===== config.mk =====
export PLATFORM = sky130hd
export DESIGN_NAME = caprel_timer
export DESIGN_NICKNAME = d
export VERILOG_FILES = /design/src/rtl/caprel_pkg.sv /design/src/rtl/caprel_edge_sync.sv /design/src/rtl/caprel_prescaler.sv /design/src/rtl/caprel_core.sv /design/src/rtl/caprel_timer.sv
export SDC_FILE = /design/constraint.sdc
export NUM_CORES = 1
export LEC_CHECK = 0
export ABC_AREA = 1
export BUFFER_PORTS_ARGS = -buffer_cell sky130_fd_sc_hd__buf_2
export CELL_PAD_IN_SITES_DETAIL_PLACEMENT = 0
export CELL_PAD_IN_SITES_GLOBAL_PLACEMENT = 1
export CORE_MARGIN = 1
export CORE_UTILIZATION = 40
export CTS_CLUSTER_DIAMETER = 40
export DETAILED_ROUTE_END_ITERATION = 8
export PLACE_DENSITY_LB_ADDON = 0.1
export RECOVER_POWER = 100
export SYNTH_ARGS = -nofsm -noshare
export SYNTH_HDL_FRONTEND = slang
export SYNTH_SLANG_ARGS = --single-unit

===== constraint.sdc =====
create_clock -name clk -period 2.6 [get_ports clk]
set_input_delay 0.39 -clock clk [delete_from_list [all_inputs] [get_ports clk]]
set_output_delay 0.39 -clock clk [all_outputs]
set_load 0.02 [all_outputs]

===== src/rtl/caprel_pkg.sv =====
package caprel_pkg;
  localparam int ADDR_W = 8;

  localparam logic [ADDR_W-1:0] A_CTRL   = 8'hC8;
  localparam logic [ADDR_W-1:0] A_MODE   = 8'hC9;
  localparam logic [ADDR_W-1:0] A_CAP_LO = 8'hCA;
  localparam logic [ADDR_W-1:0] A_CAP_HI = 8'hCB;
  localparam logic [ADDR_W-1:0] A_CNT_LO = 8'hCC;
  localparam logic [ADDR_W-1:0] A_CNT_HI = 8'hCD;

  // control register bit positions
  localparam int B_OVF  = 7;
  localparam int B_EXT  = 6;
  localparam int B_RXS  = 5;
  localparam int B_TXS  = 4;
  localparam int B_EXEN = 3;
  localparam int B_RUN  = 2;
  localparam int B_SRC  = 1;
  localparam int B_CAPT = 0;

  // mode register bit positions
  localparam int M_CKOE = 1;
  localparam int M_UPDN = 0;
  localparam int MODE_W = 2;

  typedef enum logic [1:0] {
    OP_RELOAD  = 2'd0,
    OP_CAPTURE = 2'd1,
    OP_UPDOWN  = 2'd2,
    OP_BAUD    = 2'd3
  } op_mode_e;
endpackage


===== src/rtl/caprel_edge_sync.sv =====
module caprel_edge_sync #(
  parameter int STAGES = 2
) (
  input  logic clk,
  input  logic rst_n,
  input  logic pin,
  output logic level,
  output logic fall
);
  logic [STAGES:0] sh_q, sh_d;

  always_comb begin
    sh_d = {sh_q[STAGES-1:0], pin};
  end

  always_ff @(posedge clk or negedge rst_n) begin
    if (!rst_n) sh_q <= '1;
    else        sh_q <= sh_d;
  end

  assign level = sh_q[STAGES-1];
  assign fall  = sh_q[STAGES] & ~sh_q[STAGES-1];
endmodule


===== src/rtl/caprel_prescaler.sv =====
module caprel_prescaler #(
  parameter int DIV_SLOW = 12,
  parameter int DIV_FAST = 6
) (
  input  logic clk,
  input  logic rst_n,
  input  logic run,
  input  logic fast,
  output logic tick
);
  localparam int PW = $clog2(DIV_SLOW);

  logic [PW-1:0] pc_q, pc_d, last;

  always_comb begin
    last = fast ? PW'(DIV_FAST - 1) : PW'(DIV_SLOW - 1);
    tick = run && (pc_q == last);
    if (!run || pc_q == last) pc_d = '0;
    else                      pc_d = pc_q + 1'b1;
  end

  always_ff @(posedge clk or negedge rst_n) begin
    if (!rst_n) pc_q <= '0;
    else        pc_q <= pc_d;
  end
endmodule


===== src/rtl/caprel_core.sv =====
module caprel_core
  import caprel_pkg::*;
#(
  parameter int DW = 8
) (
  input  logic          clk,
  input  logic          rst_n,
  input  op_mode_e      mode,
  input  logic          step,
  input  logic          dir_up,
  input  logic          trig,
  input  logic          wr_cnt_lo,
  input  logic          wr_cnt_hi,
  input  logic          wr_cap_lo,
  input  logic          wr_cap_hi,
  input  logic [DW-1:0] wdata,
  output logic [2*DW-1:0] cnt,
  output logic [2*DW-1:0] cap,
  output logic          wrap
);
  localparam int CW = 2 * DW;

  logic [CW-1:0] cnt_q, cnt_d, cap_q, cap_d;
  logic          full, at_cap;

  always_comb begin
    full   = (cnt_q == '1);
    at_cap = (cnt_q == cap_q);
    cnt_d  = cnt_q;
    cap_d  = cap_q;
    wrap   = 1'b0;
    unique case (mode)
      OP_BAUD: if (step) begin
        if (full) begin cnt_d = cap_q; wrap = 1'b1; end
        else cnt_d = cnt_q + 1'b1;
      end
      OP_UPDOWN: if (step) begin
        if (dir_up) begin
          if (full) begin cnt_d = cap_q; wrap = 1'b1; end
          else cnt_d = cnt_q + 1'b1;
        end else begin
          if (at_cap) begin cnt_d = '1; wrap = 1'b1; end
          else cnt_d = cnt_q - 1'b1;
        end
      end
      OP_CAPTURE: begin
        if (trig) cap_d = cnt_q;
        if (step) begin cnt_d = cnt_q + 1'b1; wrap = full; end
      end
      default: begin
        if (trig) cnt_d = cap_q;
        else if (step) begin
          if (full) begin cnt_d = cap_q; wrap = 1'b1; end
          else cnt_d = cnt_q + 1'b1;
        end
      end
    endcase
    if (wr_cnt_lo) cnt_d[DW-1:0]  = wdata;
    if (wr_cnt_hi) cnt_d[CW-1:DW] = wdata;
    if (wr_cap_lo) cap_d[DW-1:0]  = wdata;
    if (wr_cap_hi) cap_d[CW-1:DW] = wdata;
  end

  always_ff @(posedge clk or negedge rst_n) begin
    if (!rst_n) begin
      cnt_q <= '0;
      cap_q <= '0;
    end else begin
      cnt_q <= cnt_d;
      cap_q <= cap_d;
    end
  end

  assign cnt = cnt_q;
  assign cap = cap_q;

  // no source step, no trigger, no write -> counter holds
  p_hold_idle_r4: assert property (@(posedge clk) disable iff (!rst_n)
    (!step && !trig && !wr_cnt_lo && !wr_cnt_hi) |=> (cnt_q == $past(cnt_q)));

  // capture copies the counter value seen at the trigger
  p_capture_copy_r7: assert property (@(posedge clk) disable iff (!rst_n)
    (mode == OP_CAPTURE && trig && !wr_cap_lo && !wr_cap_hi) |=> (cap_q == $past(cnt_q)));
endmodule


===== src/rtl/caprel_timer.sv =====
module caprel_timer
  import caprel_pkg::*;
#(
  parameter int DATA_W      = 8,
  parameter int DIV_SLOW    = 12,
  parameter int DIV_FAST    = 6,
  parameter int SYNC_STAGES = 2
) (
  input  logic              clk,
  input  logic              rst_n,
  input  logic              fast_mode,
  input  logic              cnt_pin,
  input  logic              trig_pin,
  input  logic [ADDR_W-1:0] bus_addr,
  input  logic              bus_we,
  input  logic [DATA_W-1:0] bus_wdata,
  output logic [DATA_W-1:0] bus_rdata,
  output logic              irq,
  output logic              rx_baud,
  output logic              tx_baud
);
  localparam int CNT_W = 2 * DATA_W;

  logic [DATA_W-1:0] ctrl_q, ctrl_d;
  logic [MODE_W-1:0] mode_q, mode_d;
  logic              rx_q, tx_q, rx_d, tx_d;
  logic              cnt_fall, cnt_lvl, trig_fall, trig_lvl, tick;
  logic              baud, updn, step, trig_evt, core_trig, wrap;
  logic              wr_ctrl, wr_mode;
  logic [CNT_W-1:0]  cnt, cap;
  op_mode_e          op;

  caprel_edge_sync #(.STAGES(SYNC_STAGES)) u_cnt_sync (
    .clk(clk), .rst_n(rst_n), .pin(cnt_pin), .level(cnt_lvl), .fall(cnt_fall));

  caprel_edge_sync #(.STAGES(SYNC_STAGES)) u_trig_sync (
    .clk(clk), .rst_n(rst_n), .pin(trig_pin), .level(trig_lvl), .fall(trig_fall));

  caprel_prescaler #(.DIV_SLOW(DIV_SLOW), .DIV_FAST(DIV_FAST)) u_presc (
    .clk(clk), .rst_n(rst_n), .run(ctrl_q[B_RUN] & ~ctrl_q[B_SRC]),
    .fast(fast_mode), .tick(tick));

  always_comb begin
    baud      = ctrl_q[B_RXS] | ctrl_q[B_TXS];
    updn      = mode_q[M_UPDN];
    if (baud)                op = OP_BAUD;
    else if (updn)           op = OP_UPDOWN;
    else if (ctrl_q[B_CAPT]) op = OP_CAPTURE;
    else                     op = OP_RELOAD;
    step      = ctrl_q[B_RUN] & (ctrl_q[B_SRC] ? cnt_fall : tick);
    trig_evt  = ctrl_q[B_EXEN] & trig_fall;
    core_trig = trig_evt & ~baud & ~updn;
    wr_ctrl   = bus_we && bus_addr == A_CTRL;
    wr_mode   = bus_we && bus_addr == A_MODE;
  end

  caprel_core #(.DW(DATA_W)) u_core (
    .clk(clk), .rst_n(rst_n), .mode(op), .step(step), .dir_up(trig_lvl),
    .trig(core_trig),
    .wr_cnt_lo(bus_we && bus_addr == A_CNT_LO),
    .wr_cnt_hi(bus_we && bus_addr == A_CNT_HI),
    .wr_cap_lo(bus_we && bus_addr == A_CAP_LO),
    .wr_cap_hi(bus_we && bus_addr == A_CAP_HI),
    .wdata(bus_wdata), .cnt(cnt), .cap(cap), .wrap(wrap));

  // next state: hardware flag sets take priority over a software write
  always_comb begin
    ctrl_d = ctrl_q;
    mode_d = mode_q;
    if (wr_ctrl) ctrl_d = bus_wdata;
    if (wr_mode) mode_d = bus_wdata[MODE_W-1:0];
    if (wrap && !baud) ctrl_d[B_OVF] = 1'b1;
    if (trig_evt)      ctrl_d[B_EXT] = 1'b1;
    rx_d = wrap & baud & ctrl_q[B_RXS];
    tx_d = wrap & baud & ctrl_q[B_TXS];
  end

  always_ff @(posedge clk or negedge rst_n) begin
    if (!rst_n) begin
      ctrl_q <= '0;
      mode_q <= '0;
      rx_q   <= 1'b0;
      tx_q   <= 1'b0;
    end else begin
      ctrl_q <= ctrl_d;
      mode_q <= mode_d;
      rx_q   <= rx_d;
      tx_q   <= tx_d;
    end
  end

  always_comb begin
    unique case (bus_addr)
      A_CTRL:   bus_rdata = ctrl_q;
      A_MODE:   bus_rdata = {{(DATA_W-MODE_W){1'b0}}, mode_q};
      A_CAP_LO: bus_rdata = cap[DATA_W-1:0];
      A_CAP_HI: bus_rdata = cap[CNT_W-1:DATA_W];
      A_CNT_LO: bus_rdata = cnt[DATA_W-1:0];
      A_CNT_HI: bus_rdata = cnt[CNT_W-1:DATA_W];
      default:  bus_rdata = '0;
    endcase
  end

  assign irq     = ctrl_q[B_OVF] | (ctrl_q[B_EXT] & ~mode_q[M_UPDN]);
  assign rx_baud = rx_q;
  assign tx_baud = tx_q;

  // overflow flag only drops on a control write
  p_ovf_sticky_r5: assert property (@(posedge clk) disable iff (!rst_n)
    (ctrl_q[B_OVF] && !wr_ctrl) |=> ctrl_q[B_OVF]);

  // baud mode never raises the overflow flag
  p_no_ovf_baud_r9: assert property (@(posedge clk) disable iff (!rst_n)
    (baud && !ctrl_q[B_OVF] && !wr_ctrl) |=> !ctrl_q[B_OVF]);

  // a receive pulse follows a counter that was at all-ones
  p_rx_after_wrap_r9: assert property (@(posedge clk) disable iff (!rst_n)
    rx_baud |-> ($past(cnt) == '1));

  // external flag alone cannot interrupt in up/down mode
  p_irq_masked_r11: assert property (@(posedge clk) disable iff (!rst_n)
    (mode_q[M_UPDN] && !ctrl_q[B_OVF]) |-> !irq);
endmodule


# Word-level counts from Yosys, hierarchy flattened
# Index checks and enable logic that the tools add are counted.
dict set report op_classes {
  n_addsub 3
  eq_ne 16
  muxes 32
  bitwise_logic 18
  n_reduce_logical 21
}
# op count
set op_table {}
lappend op_table {{$mux W16} 9}
lappend op_table {{$eq A8 B8 Y1 const B} 6}
lappend op_table {{$pmux W16 S3} 1}
lappend op_table {{$pmux W8 S6} 1}
lappend op_table {{$mux W8} 5}
lappend op_table {{$add A16 B1 Y16 const B} 1}
lappend op_table {{$eq A16 B16 Y1} 1}
lappend op_table {{$eq A16 B16 Y1 const B} 1}
lappend op_table {{$sub A16 B1 Y16 const B} 1}
lappend op_table {{$ne A3 B2 Y1 const B} 4}
lappend op_table {{$reduce_bool A2 Y1} 6}
lappend op_table {{$and A1 B1 Y1} 11}
lappend op_table {{$mux W1} 11}
lappend op_table {{$logic_and A1 B1 Y1} 8}
lappend op_table {{$mux W4} 2}
lappend op_table {{$reduce_and A2 Y1} 4}
lappend op_table {{$not A1 Y1} 5}
lappend op_table {{$add A4 B1 Y4 const B} 1}
lappend op_table {{$eq A2 B2 Y1 const B} 2}
lappend op_table {{$eq A4 B4 Y1} 1}
lappend op_table {{$mux W2} 2}
lappend op_table {{$pmux W1 S3} 1}
lappend op_table {{$eq A2 B1 Y1 const B} 1}
lappend op_table {{$logic_not A1 Y1} 2}
lappend op_table {{2 further kinds} 3}
dict set report word_totals {
  reg_bits 54
  inputBits 22
  out_inout_bits 11
  word_cells 103
}

# Longest topological paths before layout
# Gate-level depths: netlist of the first run.
dict set report logic_depth {
  word_depth 10
  ltp_mapped 17
  mapped_depth_nobuf 16
}

# Hierarchy
# Synthesis of the first run repeated with hierarchy kept, for this count alone.
dict set report hier_totals {
  hier_cells 951
  hier_area_um2 5685.5
}
# mod instances cells_per_inst area_each_um2 seq_area_each_um2
set modules_own_cells {}
lappend modules_own_cells {caprel_core 1 720 4097.7 800.8}
lappend modules_own_cells {caprel_timer 1 194 1194.9 300.3}
lappend modules_own_cells {caprel_prescaler 1 27 215.2 100.1}
lappend modules_own_cells {caprel_edge_sync 2 5 88.8 78.8}

# Worst setup path before layout of the first run
# OpenSTA, ideal clock, no wires.
dict set report synth_timing {
  kind {register to register}
  start {register u_core.cnt_q[1], in the netlist u_core.cnt[1]}
  end {register u_core.cnt_q[4], in the netlist u_core.cnt[4]}
  setup_time_ns 0.123
  t_arrival_ns 1.731
  t_required_ns 2.477
  slack_ns 0.746
  stages_incl_launch_ff 16
  n_path_buf 1
  period_less_slack_ns 1.854
  cell_sequence {dfrtp_1 -> ha_1 -> nand2_2 -> nor2_4 -> nand2_1 -> inv_2 -> nand2_4 -> clkinv_2 -> buf_8 -> nand2_1 -> nand3_1 -> nand3_1 -> nand2_1 -> nand2_1 -> nor2_1 -> o21ai_1}
}
dict set report synth_between {
  elab_chain_len 6
  word_cells_on_any_way 13
  classes_between {2 x add/sub; 2 x eq/ne; 9 x mux}
}
# element line
set synth_rtl {}
lappend synth_rtl {{start, declared} caprel_core.sv:23} ;# logic [CW-1:0] cnt_q, cnt_d, cap_q, cap_d;
lappend synth_rtl {{start signal, assigned} caprel_core.sv:69} ;# cnt_q <= cnt_d;
lappend synth_rtl {{$add A16 B1 Y16 (tied with other cells)} -}
lappend synth_rtl {{$mux W16 (on tied branches)} -}
lappend synth_rtl {{$mux W16 (on tied branches)} {caprel_core.sv:33, caprel_core.sv:38}}
lappend synth_rtl {{$mux W16 (on tied branches)} {caprel_core.sv:51, caprel_core.sv:37}}
lappend synth_rtl {{$pmux W16 S3 (*)} caprel_core.sv:32} ;# unique case (mode)
lappend synth_rtl {{$mux W8 (*)} caprel_core.sv:58} ;# if (wr_cnt_lo) cnt_d[DW-1:0] = wdata;
# Mark *: on every way between the ends. The rest lies on a longest branch, timed or not. The select of a mux whose other input is x is not followed.
# A chain may end at the register's enable or synchronous reset.

# Worst setup path in the final report of the first run
dict set report layout_timing {
  start {register ctrl_q[5]}
  end {register ctrl_q[7]}
}
dict set report layout_between {
  elab_chain_len 8
  word_cells_on_any_way 14
  classes_between {3 x eq/ne; 4 x mux; 4 x bitwise; 3 x reduce/logical}
}
# element line
set layout_rtl {}
lappend layout_rtl {{start, declared} caprel_timer.sv:24} ;# logic [DATA_W-1:0] ctrl_q, ctrl_d;
lappend layout_rtl {{start signal, assigned} caprel_timer.sv:85} ;# ctrl_q <= ctrl_d;
lappend layout_rtl {{$or A1 B1 Y1 (*)} caprel_timer.sv:44} ;# baud = ctrl_q[B_RXS] | ctrl_q[B_TXS];
lappend layout_rtl {{$not A1 Y1} caprel_timer.sv:52} ;# core_trig = trig_evt & ~baud & ~updn;
lappend layout_rtl {{$and A1 B1 Y1 (2 in series)} caprel_timer.sv:52}
lappend layout_rtl {{$mux W1} caprel_core.sv:51} ;# if (trig) cnt_d = cap_q;
lappend layout_rtl {{$pmux W1 S3} caprel_core.sv:32}
lappend layout_rtl {{$logic_and A1 B1 Y1 (*)} caprel_timer.sv:72} ;# if (wrap && !baud) ctrl_d[B_OVF] = 1'b1;
lappend layout_rtl {{$mux W1 / $reduce_bool A2 Y1 (equally long branches)} -}
# Mark *: on every way between the ends. The rest lies on a longest branch, timed or not.

==> flow_summary.ini, run 1 <==
[timing]
slew_headroom = 0.149
setup_tns_ns = 0
setup_viol = 0
worstMarginPinSlew_ns = 1.28
rsz0062_at_grt = no
timing.final.crit_period_ns = 2.47
fin_crit_sh = 0.952
finalHoldViolCount = 0
drv_slew = 0
fmax_mhz = 404
finClkSkew_ns = 0.00782

[synthesis]
syn_nets = 863
syn_inst = 838
ys_ff_latch = 54
synth_warnings = 0
ys_async_sr_fraction = 1.00
synth_cell_types = 37
synthTopCellsByArea = dfrtp_1 24%, nand2_1 21%, nand3_1 11%
synth-edff-count = 0
yosysTopAreaCell = dfrtp_1
ys.flop_type = dfrtp_1
yosysTopAreaCellShare = 0.236
syn_avg_cell_area_sq_um = 6.08
synth_area_sq_um = 5090
synth-seq-area-share = 0.267

[critical_path]
critical_path_peak_fanout = 17
crit_arrival_ns = 2.65
critPathTopFamily = simple AND/OR/NAND/NOR gates
critPathRequiredTime_ns = 2.77
cp-start-kind = flop
worst-path-buf-inv = 3
crit_top_cell = inv_2
crit_type = flop to flop
endpoint_kind = flop
crit_chain = nor2_1 -> inv_2 -> buf_2 -> nor3_1 -> inv_2 -> o21ai_0 -> a21oi_1 -> nand2_1 -> o211ai_1
cpMaxStageDelayCell = nor2_1
crit_path_max_incr_delay_ns = 0.50

[cells_and_area]
final_cell_mix = 291 x nand2_1, 113 x nand3_1, 77 x inv_1
nets = 902
syn_to_final_growth_pct = 10.2
drive_gt1_frac = 0.123
finalNonFillerCells = 1046
insertedDiodeCount = 0
final_common_cell = nand2_1

[global_routing]
grt_first_pass_wirelength_um = 32800
track_usage = 0.338
grt_max_degree = 23
antenna_found_initial = 0
grt_pass1_vias = 5653
grt_overflow_total = 0

[clocking]
clk_pin_slew_ns = 0.07
cts-root-buf = clkbuf_16
insertion_delay_ns = 0.31
clock_sinks = 54
post_cts_buffers = 0
cts_tree = done
cts_hold_buffers = 0
numCtsBuffers = 5
htreeDepth = 2
cts_resized = 0
cts_max_path_buffers = 2

[placement]
gp_congestion = 0.972
hpwl_um = 15900
port_buffers = 32
dp.cells = 1038

[flow_run]
drv_cap = 0

[status]
status = completed

[routing]
wirelength_um = 20800
drt_first_pass_iters = 6
antenna_left = 0
routed_via_density = 5.67
drc = 0
vias = 5931
drt_iter0_markers = 647
wl_per_cell_um = 19.9

[pwr]
p_leak_nw = 2.86
power_density_nw_per_um2 = 693
ir_drop_mv = 0.303

[floorplanning]
num_io_pins = 33
fp-row-count = 40
dieWidth_um = 115
fp.coreArea_sq_um = 12200
dieArea_sq_um = 13200
dieHeight_um = 115
start_util = 0.417

[worst_hold_path]
min_path_type = primary input to flop
layout make-up:
type                            count  area [sq um]
Fill cell                        1350          6600
Multi-Input combinational cell    658          3140
Sequential cell                    54          1360
Timing Repair Buffer               68           398
Inverter                           90           342
Tap cell                          168           210
Clock buffer                        5           125
Clock inverter                      3          43.8
sequential cells by signal, summed over array words and instances (netlist names):
| signal | cells |
|---|---|
| ctrl_q | 8 |
| u_cnt_sync.sh_q | 3 |
| rx_baud | 1 |
| tx_baud | 1 |
| u_trig_sync.sh_q | 3 |
| mode_q | 2 |
| u_core.cnt | 16 |
| u_core.cap | 16 |
| u_presc.pc_q | 4 |
power by group:
group / total [mW] / internal [mW] / switching [mW]
registers: 1.19 / 0.956 / 0.239
logic: 1.89 / 0.651 / 1.23
clock network: 0.808 / 0.458 / 0.350
synth_stat cells, types with 10 or more instances:
library cell and count:
o21ai_0 25, xor2_1 12, inv_1 77, a21oi_1 40
o21ai_1 13, nand2_2 10, nand3_1 113, nand2_1 291
buf_4 13, dfrtp_1 48, o221ai_1 24, nor2_1 72
per-layer routing:
| metal | share of wire | GRT usage | routed length, um | vias to the layer above |
|---|---|---|---|---|
| li1 | - | - | - | 2798 |
| met1 | 0.44 | 0.483 | 9120 | 2761 |
| met2 | 0.42 | 0.494 | 8650 | 315 |
| met3 | 0.097 | 0.0501 | 2010 | 57 |
| met4 | 0.049 | 0.171 | 1030 | 0 |
| met5 | 0 | 0 | 0 | - |
path summary, 6_finish.rpt:
path,from,to,slack (ns),cells after the start
setup / recovery,ctrl_q[5],ctrl_q[7],0.13,9
hold / removal,cnt_pin,u_cnt_sync.sh_q[0],0.17,1
setup reg to reg,ctrl_q[5],ctrl_q[7],0.13,9
hold reg to reg,u_trig_sync.sh_q[0],u_trig_sync.sh_q[1],0.36,0
max in group asynchronous,rst_n,rx_baud,0.55,2
min in group asynchronous,rst_n,u_core.cnt[3],0.30,1
metrics by stage:
step / power, mW / area [sq um] / setup WS [ns] / util / hold WS [ns]
6_report: 3.89 / 5610 / 0.126 / 0.460 / 0.173
3_5_place_dp: 3.04 / 5490 / 0.337 / 0.449 / 0.349
2_1_floorplan: 2.46 / 5090 / 0.746 / - / 0.0944
3_3_place_gp: 3.04 / 5490 / 0.275 / 0.449 / 0.346
4_1_cts: 3.85 / 5660 / 0.333 / 0.463 / 0.0406
5_1_grt: 4.15 / 5610 / 0.0535 / 0.460 / 0.169
cells by family (layout without fill, tap and decap cells):
| group | Yosys count | after routing | share of synthesized area |
|---|---|---|---|
| and+or+nand+nor | 526 | 526 | 0.451 |
| buffers and inverters | 126 | 166 | 0.115 |
| AOI/OAI and AO/OA | 115 | 115 | 0.135 |
| DFF | 54 | 54 | 0.267 |
| xor gates and xnor gates | 14 | 14 | 0.0241 |
| adders and majority gates | 3 | 3 | 0.00737 |
(Power assumes the default switching activity.)
==> run 2, diff against run 1 <==
- CELL_PAD_IN_SITES_DETAIL_PLACEMENT: 0 -> default
- CELL_PAD_IN_SITES_GLOBAL_PLACEMENT: 1 -> default
- SETUP_SLACK_MARGIN: default -> 0.15
==> flow_summary.ini, run 2 (synthesis results as in run 1) <==
[timing]
timing.final.crit_period_ns = 2.37
slew_headroom = 0.0367
rsz0062_at_grt = no
setup_slack_ns = 0.233
finClkSkew_ns = 0.0119
fin_crit_sh = 0.910
finalHoldViolCount = 0
setup_viol = 0
worstMarginPinSlew_ns = 1.44
fmax_mhz = 423
drv_slew = 0
setup_tns_ns = 0

[floorplanning]
dieArea_sq_um = 13200
start_util = 0.417
dieHeight_um = 115
dieWidth_um = 115
num_io_pins = 33
fp.coreArea_sq_um = 12200
fp-row-count = 40

[critical_path]
startpoint = bus_addr[5]
critical_path_peak_fanout = 7
regToRegSetupSlack_ns = 0.32
cp-start-kind = primary input
crit_arrival_ns = 1.98
critPathRequiredTime_ns = 2.21
crit_type = primary input to output port
r2r-start = u_core.cnt[14]
endpoint_kind = output port

[status]
status = completed

[cells_and_area]
design_area_sq_um = 5580
insertedDiodeCount = 0
final_cell_mix = 291 x nand2_1, 113 x nand3_1, 78 x inv_1
finalNonFillerCells = 1042
drive_gt1_frac = 0.125
syn_to_final_growth_pct = 9.58
nets = 899
final_common_cell = nand2_1

[pwr]
p_leak_nw = 2.84
ir_drop_mv = 0.299
power_mw = 3.78
power_density_nw_per_um2 = 678

[routing]
drt_iter0_markers = 658
antenna_left = 0
wirelength_um = 19700
routed_via_density = 5.67
vias = 5912
wl_per_cell_um = 18.9
drt_first_pass_iters = 5
drc = 0

[clocking]
numCtsBuffers = 5
cts_max_path_buffers = 2
cts-root-buf = clkbuf_16
clk_pin_slew_ns = 0.07
cts_tree = done
insertion_delay_ns = 0.31
htreeDepth = 2
clock_sinks = 54

[global_routing]
grt_first_pass_wirelength_um = 31000
grt_overflow_total = 0
grt_max_degree = 55
track_usage = 0.317
grt_util_met1 = 0.448
grt_use_met2 = 0.469
antenna_found_initial = 0
grt_use_met3 = 0.0490
grt.busiest_layer = met2
grt_pass1_vias = 5394

[flow_run]
drv_cap = 0

[placement]
dp.cells = 1035
port_buffers = 32
hpwl_um = 14900
placed_cell_area_sq_um = 5470
gp_congestion = 0.955
pre_cts_ws_ns = 0.316

[worst_hold_path]
min_path_type = primary input to flop
hold_start = cnt_pin
[run 2: metrics by stage]
step	hold slack [ns]	util
2_1_floorplan	0.0944	-
6_report	0.174	0.457
3_3_place_gp	0.348	0.448
4_1_cts	0.168	0.459
5_1_grt	0.169	0.457
3_5_place_dp	0.349	0.448
[run 2: layer usage]
metal,share of wire,vias to the layer above
li1,-,2803
met1,0.43,2691
met2,0.42,365
met3,0.10,53
met4,0.045,0
met5,0,-
[run 2: what timing repair did]
item	CTS	global route
hold buffers	0	0
setup endpoints to repair	0	14
setup buffers	0	0
resized for setup	0	4
[run 2: report_power, final]
| part | switching, mW | total, mW | internal (mW) |
|---|---|---|---|
| combinational | 1.27 | 1.92 | 0.652 |
| clock | 0.353 | 0.714 | 0.361 |
| sequential | 0.190 | 1.15 | 0.960 |
[run 2: critical path, cell delays in order]
cell	delay [ns]
buf_2	0.10
nor2_1	0.10
nand3_1	0.09
nor2_1	0.25
inv_1	0.08
nor2_1	0.21
inv_1	0.19
o22ai_1	0.15
a21oi_1	0.06
o221ai_1	0.08
clkbuf_1	0.28
[run 2: layout make-up]
| type | count | area, sq um |
|---|---|---|
| timing repair buffer | 65 | 382 |
| fill | 1365 | 6630 |
| inverter | 90 | 345 |
| clock inverter | 2 | 17.5 |
| sequential | 54 | 1360 |
| clock buffer | 5 | 125 |
| multi-input combinational | 658 | 3140 |
| tap | 168 | 210 |
[run 2: worst paths after layout]
check,end,cells after the start
worst max-delay path,bus_rdata[4],11
worst max register to register,u_core.cnt[13],15
max in group asynchronous,u_core.cnt[9],2
worst min register to register,u_cnt_sync.sh_q[1],0
min in group asynchronous,u_core.cnt[4],2
worst min-delay path,u_cnt_sync.sh_q[0],1
